File: src/rtl/aud_tx_pkg.sv
package aud_tx_pkg;

    // Sample width in bits for a width code; reserved codes fall back to 8.
    function automatic logic [5:0] size_bits(input logic [2:0] code);
        case (code)
            3'b011:  return 6'd10;
            3'b100:  return 6'd16;
            3'b101:  return 6'd20;
            3'b110:  return 6'd24;
            3'b111:  return 6'd32;
            default: return 6'd8;
        endcase
    endfunction

endpackage

File: src/rtl/aud_tx_fifo.sv
module aud_tx_fifo #(
    parameter int DEPTH = 8,
    parameter int DW    = 32,
    localparam int AW   = $clog2(DEPTH),
    localparam int LVW  = AW + 1
) (
    input  logic           clk,
    input  logic           rst_n,
    input  logic           push,
    input  logic [DW-1:0]  push_data,
    input  logic           pop,
    output logic [DW-1:0]  head,
    output logic [LVW-1:0] level
);
    logic [DW-1:0]  mem [DEPTH];
    logic [AW-1:0]  wp_q, wp_d, rp_q, rp_d;
    logic [LVW-1:0] cnt_q, cnt_d;
    logic           do_push, do_pop;

    always_comb begin
        do_push = push && (cnt_q < LVW'(DEPTH));
        do_pop  = pop && (cnt_q != '0);
        wp_d    = do_push ? ((wp_q == AW'(DEPTH - 1)) ? '0 : wp_q + 1'b1) : wp_q;
        rp_d    = do_pop  ? ((rp_q == AW'(DEPTH - 1)) ? '0 : rp_q + 1'b1) : rp_q;
        cnt_d   = cnt_q + LVW'(do_push) - LVW'(do_pop);
    end

    always_ff @(posedge clk or negedge rst_n) begin
        if (!rst_n) begin
            wp_q  <= '0;
            rp_q  <= '0;
            cnt_q <= '0;
        end else begin
            wp_q  <= wp_d;
            rp_q  <= rp_d;
            cnt_q <= cnt_d;
        end
    end

    always_ff @(posedge clk) begin
        if (do_push) mem[wp_q] <= push_data;
    end

    assign head  = mem[rp_q];
    assign level = cnt_q;
endmodule

File: src/rtl/aud_tx_thresh.sv
module aud_tx_thresh #(
    parameter int DEPTH = 8,
    localparam int LVW  = $clog2(DEPTH) + 1
) (
    input  logic [2:0]     thresh,
    input  logic [LVW-1:0] level,
    output logic           req
);
    logic [LVW-1:0] lim;

    always_comb begin
        case (thresh)
            3'd0:    lim = '0;
            3'd1:    lim = LVW'(DEPTH / 4);
            3'd2:    lim = LVW'(DEPTH / 2);
            3'd3:    lim = LVW'((3 * DEPTH) / 4);
            default: lim = LVW'(DEPTH - 1);
        endcase
        req = (level <= lim);
    end
endmodule

File: src/rtl/aud_tx_bitsel.sv
module aud_tx_bitsel #(
    parameter int DW = 32
) (
    input  logic          run,
    input  logic [DW-1:0] word,
    input  logic [7:0]    pos,
    input  logic [8:0]    half,
    input  logic [2:0]    size_code,
    input  logic          lsb_first,
    output logic          bit_out
);
    import aud_tx_pkg::*;

    logic [8:0] k;
    logic [5:0] width;
    int         idx;

    always_comb begin
        width = size_bits(size_code);
        if (DW < 32 && int'(width) > DW) width = 6'(DW);
        k   = ({1'b0, pos} >= half) ? ({1'b0, pos} - half) : {1'b0, pos};
        idx = lsb_first ? int'(k) : (int'(width) - 1 - int'(k));
        if (run && (k < {3'b0, width}) && idx >= 0 && idx < DW)
            bit_out = word[idx];
        else
            bit_out = 1'b0;
    end
endmodule

File: src/rtl/aud_tx.sv
module aud_tx #(
    parameter int DEPTH = 8,
    parameter int DW    = 32,
    localparam int LVW  = $clog2(DEPTH) + 1
) (
    input  logic           clk,
    input  logic           rst_n,
    input  logic           enable,
    input  logic [2:0]     cfg_size,
    input  logic [7:0]     cfg_frl,
    input  logic           cfg_mono,
    input  logic           cfg_lsb_first,
    input  logic           cfg_mclk_on,
    input  logic [2:0]     cfg_thresh,
    input  logic           urun_ie,
    input  logic           flag_clr,
    input  logic           wr_en,
    input  logic [DW-1:0]  wr_data,
    output logic [LVW-1:0] fifo_level,
    output logic           dreq,
    output logic           active,
    output logic           sclk,
    output logic           fsync,
    output logic           sdata,
    output logic           urun_flag,
    output logic           urun_irq,
    output logic           wck_err
);
    typedef struct packed {
        logic          ph;     // bit-clock phase: 1 = high half
        logic          run;
        logic [7:0]    pos;    // bit index inside the frame
        logic [DW-1:0] word;   // sample for the current slot
        logic          muted;
        logic          miss;   // slot index that ran dry
        logic          urun;
        logic          wck;
    } st_t;

    st_t           st_q, st_d;
    logic          pop, do_load, ld_slot, base_muted;
    logic [DW-1:0] head;
    logic [8:0]    frame_len, half;
    logic          len_pow2, fifo_empty;

    assign frame_len  = {1'b0, cfg_frl} + 9'd1;
    assign half       = frame_len >> 1;
    assign len_pow2   = ((frame_len & (frame_len - 9'd1)) == 9'd0);
    assign fifo_empty = (fifo_level == '0);

    aud_tx_fifo #(.DEPTH(DEPTH), .DW(DW)) u_fifo (
        .clk(clk), .rst_n(rst_n), .push(wr_en), .push_data(wr_data),
        .pop(pop), .head(head), .level(fifo_level)
    );

    aud_tx_thresh #(.DEPTH(DEPTH)) u_thr (
        .thresh(cfg_thresh), .level(fifo_level), .req(dreq)
    );

    aud_tx_bitsel #(.DW(DW)) u_sel (
        .run(st_q.run), .word(st_q.word), .pos(st_q.pos), .half(half),
        .size_code(cfg_size), .lsb_first(cfg_lsb_first), .bit_out(sdata)
    );

    always_comb begin
        st_d       = st_q;
        pop        = 1'b0;
        do_load    = 1'b0;
        ld_slot    = 1'b0;
        base_muted = st_q.muted;
        if (flag_clr) begin
            st_d.urun = 1'b0;
            st_d.wck  = 1'b0;
        end
        if (!st_q.run) begin
            if (enable) begin
                st_d.run   = 1'b1;
                st_d.ph    = 1'b0;
                st_d.pos   = '0;
                base_muted = 1'b0;
                do_load    = 1'b1;
                if (cfg_mclk_on && (!len_pow2 || frame_len < 9'd8))
                    st_d.wck = 1'b1;
            end
        end else begin
            st_d.ph = ~st_q.ph;
            if (st_q.ph) begin
                if (st_q.pos == cfg_frl) begin
                    st_d.pos = '0;
                    if (!enable) begin
                        st_d.run   = 1'b0;
                        st_d.word  = '0;
                        st_d.muted = 1'b0;
                    end else begin
                        do_load = 1'b1;
                    end
                end else begin
                    st_d.pos = st_q.pos + 8'd1;
                    if ({1'b0, st_d.pos} == half) begin
                        do_load = 1'b1;
                        ld_slot = 1'b1;
                    end
                end
            end
        end
        if (do_load) begin
            st_d.muted = base_muted;
            if (!(cfg_mono && ld_slot)) begin
                if (base_muted && st_q.miss != ld_slot) begin
                    st_d.word = '0;
                end else if (!fifo_empty) begin
                    pop        = 1'b1;
                    st_d.word  = head;
                    st_d.muted = 1'b0;
                end else begin
                    st_d.word  = '0;
                    st_d.muted = 1'b1;
                    st_d.miss  = ld_slot;
                    st_d.urun  = 1'b1;
                end
            end
        end
    end

    always_ff @(posedge clk or negedge rst_n) begin
        if (!rst_n) st_q <= '0;
        else        st_q <= st_d;
    end

    assign active    = st_q.run;
    assign sclk      = st_q.run & st_q.ph;
    assign fsync     = st_q.run && ({1'b0, st_q.pos} < half);
    assign urun_flag = st_q.urun;
    assign urun_irq  = st_q.urun & urun_ie;
    assign wck_err   = st_q.wck;
endmodule

File: config.mk
export PLATFORM = sky130hd
export DESIGN_NAME = aud_tx
export DESIGN_NICKNAME = d
export VERILOG_FILES = /design/src/rtl/aud_tx_pkg.sv /design/src/rtl/aud_tx_fifo.sv /design/src/rtl/aud_tx_thresh.sv /design/src/rtl/aud_tx_bitsel.sv /design/src/rtl/aud_tx.sv
export SDC_FILE = /design/constraint.sdc
export NUM_CORES = 1
export LEC_CHECK = 0
export CORE_MARGIN = 2
export CORE_UTILIZATION = 62
export CTS_BUF_LIST = sky130_fd_sc_hd__clkbuf_4
export CTS_CLUSTER_DIAMETER = 120
export DETAILED_ROUTE_END_ITERATION = 16
export DONT_BUFFER_PORTS = 1
export PLACE_DENSITY = 0.78
export REMOVE_ABC_BUFFERS = 1
export SYNTH_ARGS = -nofsm -noshare
export SYNTH_HDL_FRONTEND = slang
export SYNTH_SLANG_ARGS = --single-unit
File: constraint.sdc
create_clock -name clk -period 22.4 [get_ports clk]
set_input_delay 3.36 -clock clk [delete_from_list [all_inputs] [get_ports clk]]
set_output_delay 3.36 -clock clk [all_outputs]
set_load 0.005 [all_outputs]
==> reports/results.ini <==
[timing]
rsz0062_at_grt = no
fmax_mhz = 75.8
timing.final.max_slew_violations = 0
skew_ps = 54.3
slew_headroom = 0.282
layout_setup_ws_ps = 9210
tightestPinTransition_ps = 1080
tns_ps = 0
fin_crit_sh = 0.589
hold_viol = 0
min_period_ps = 13190
finalSetupViolations = 0

[setup_path]
cp.arrival_ps = 9830
crit_path_start_kind = input port
cp_common_cell = ha_1
critPathKind = input port to output port
cp_max_fo = 13
end_kind = output port
crit_buf_inv = 2
worst_path_max_delay_cell = a31oi_1
crit_path_max_incr_delay_ps = 790
path_delay_family = compound AO/OA/AOI/OAI gates
cp_data_required_time_ps = 19040

[place]
dp.cells = 1281
place_congestion = 0.893
dp.final_hpwl_um = 17800
dp_slack_ps = 9270
placed_area_mm2 = 0.0150
port_buffers = 0

[yosys]
synth_cell_types = 79
yosysSeqAreaShare = 0.621
synth_edf_count = 256
synthArstFlopShare = 0.179
synth_area_per_cell_um2 = 14.8
netlist_area_mm2 = 0.0146
synth_ff_type = edfxtp_1
synth-warning-count = 0
synthCells = 990
ys_seq_elements = 312

[drt]
dr_wl_met3_um = 1750
avgViaCountPerCell = 6.09
via_count = 8637
wl_met1_um = 11800
wl_per_cell_um = 20.6
dr_wl_met2_um = 14900
top_layer = met4
finalWirelength_um = 29200
ant_nets = 0
drt_drc_violations_left = 0
firstDrtPassIters = 5
drt_iter0_drc = 744

[final_layout]
final_area_mm2 = 0.0160
final_nets = 1141
syn2layout_area_growth_pct = 9.26
final_cell_mix = edfxtp_1, clkbuf_4, nand2_1
final_common_cell = edfxtp_1
drive_above_1_share = 0.206
fin_cells = 1419

[cts]
clk_pin_slew_ps = 60
numCtsBuffers = 77
htree_num_levels = 3
clk_latency_ps = 670
cts_root_buffer = clkbuf_4
cts_tree = done
clk_path_buf_depth = 3
postCtsHoldBufs = 0
cts_setup_buffers = 0
cts_sinks = 312
postCtsResizedCells = 0

[power_and_ir_drop]
p_comb_frac = 0.301
ir_drop_mv = 0.0681
p_sw_mw = 0.551
power.total_mw = 1.76
netSwitchingFraction = 0.312
p_clk_frac = 0.258
power_density_mw_per_mm2 = 110
p_leak_nw = 5.73
p_int_mw = 1.21
p_seq_frac = 0.441

[global_route]
grt_max_degree = 67
grt_remaining_overflow = 0
grtUsageTotal = 0.247
grt_pass1_vias = 8721
grt_pass1_wl_um = 45900
antenna_found_initial = 1

[min_path]
holdCritPathClass = register to register

[die]
fp.dieW_um = 158
core-area_mm2 = 0.0233
dieArea_mm2 = 0.0248
rows = 56
die_h_um = 158
ioPinCount = 67
start_util = 0.627

[run]
cap_viol_max_count = 0

[status]
status = finished, final reports clean

worst register-to-register path, stage by stage, from the launching register on:
cell and delay (ps):
dfrtp_1 690, xor2_1 200, nor4_1 80, nand2_1 160, nand2_1 270, or4_1 590, nor4_2 620, xnor2_1 180
o21ai_0 140, or3b_1 380, buf_4 250, inv_1 100, ha_1 230, inv_1 60, ha_1 160, inv_1 60
fa_1 470, inv_1 40
synth_stat cells (3+ instances only):
master | number | area (um2)
edfxtp_1 | 256 | 7690
nand2_1 | 67 | 251
mux4_2 | 64 | 1440
o21ai_0 | 58 | 290
dfrtp_1 | 56 | 1400
mux2i_1 | 46 | 460
ha_1 | 43 | 538
nor2_1 | 43 | 161
inv_1 | 33 | 124
clkbuf_1 | 31 | 116
xnor2_1 | 23 | 201
a21oi_1 | 22 | 110
xor2_1 | 21 | 184
nand3_1 | 19 | 95.1
a21o_1 | 13 | 97.6
and3_1 | 13 | 81.3
nor3_1 | 12 | 60.1
nand2b_1 | 11 | 68.8
buf_1 | 8 | 30.0
buf_2 | 8 | 40.0
and2_1 | 7 | 43.8
a311oi_1 | 6 | 52.6
maj3_1 | 6 | 60.1
nor2b_1 | 6 | 37.5
o21a_1 | 6 | 45.0
a31oi_1 | 5 | 31.3
nor3b_1 | 5 | 37.5
nor4_1 | 5 | 31.3
a211o_1 | 4 | 35.0
a211oi_1 | 4 | 30.0
a22o_1 | 4 | 35.0
mux2_2 | 4 | 45.0
nand4_1 | 4 | 25.0
o21bai_1 | 4 | 30.0
o22ai_1 | 4 | 25.0
or2_2 | 4 | 25.0
buf_6 | 3 | 33.8
o221ai_1 | 3 | 26.3
o31ai_1 | 3 | 22.5
or3_1 | 3 | 18.8
power by group through the flow:
stage | registers, mW | logic [mW] | clock network, mW
after global placement | 0.783 | 0.519 | 0
after detailed placement | 0.788 | 0.533 | 0
final | 0.777 | 0.530 | 0.456
after CTS | 0.776 | 0.535 | 0.469
after global routing | 0.785 | 0.587 | 0.499
after floorplan | 0.807 | 0.382 | 0
cell type report:
type | count | area [um2]
Clock buffer | 115 | 863
Sequential cell | 312 | 9090
Multi-Input combinational cell | 604 | 5290
Inverter | 33 | 124
Clock inverter | 22 | 115
Fill cell | 1555 | 7350
Antenna cell | 1 | 2.50
Timing Repair Buffer | 13 | 97.6
Tap cell | 319 | 399
final timing paths:
| path | startpoint | cells past startpoint | slack [ps] | end |
|---|---|---|---|---|
| worst min register to register | st_q[29]$_DFF_PN0_ | 2 | 490 | st_q[29]$_DFF_PN0_ |
| max in group asynchronous | rst_n | 0 | 19880 | u_fifo.rp_q[1]$_DFFE_PN0P_ |
| min in group asynchronous | rst_n | 0 | 2380 | u_fifo.wp_q[0]$_DFFE_PN0P_ |
| worst min-delay path | st_q[29]$_DFF_PN0_ | 2 | 490 | st_q[29]$_DFF_PN0_ |
| worst max register to register | st_q[41]$_DFFE_PN0P_ | 17 | 17630 | u_fifo.level[1]$_DFF_PN0_ |
| worst max-delay path | cfg_frl[0] | 27 | 9210 | sdata |
state kept, by name, summed over array words and instances (netlist names):
signal	flops
st_q	43
u_fifo.wp_q	3
urun_flag	1
wck_err	1
u_fifo.level	4
u_fifo.mem	256
active	1
u_fifo.rp_q	3
layer usage:
layer  up-vias  track usage
met5         -            0
met4         0        0.105
met3        64       0.0468
met2       298        0.423
met1      4287        0.311
li1       3988            -
per-stage QoR:
stage / hold slack (ps) / utilization
floorplan: 444 / -
global placement: 461 / 0.643
detailed placement: 470 / 0.643
CTS: 483 / 0.685
global route: 497 / 0.685
finish: 487 / 0.685
cells by family after synthesis:
logic type | count (synthesis) | share of synthesized area
simple gates | 219 | 0.0769
xor+xnor | 45 | 0.0279
buf+inv | 84 | 0.0240
fa+ha+maj | 51 | 0.0436
compound gates | 162 | 0.0719
mux | 115 | 0.134
other cells | 2 | 0.000513
flops | 312 | 0.621
Note: power is estimated with default switching activity, not from simulation.
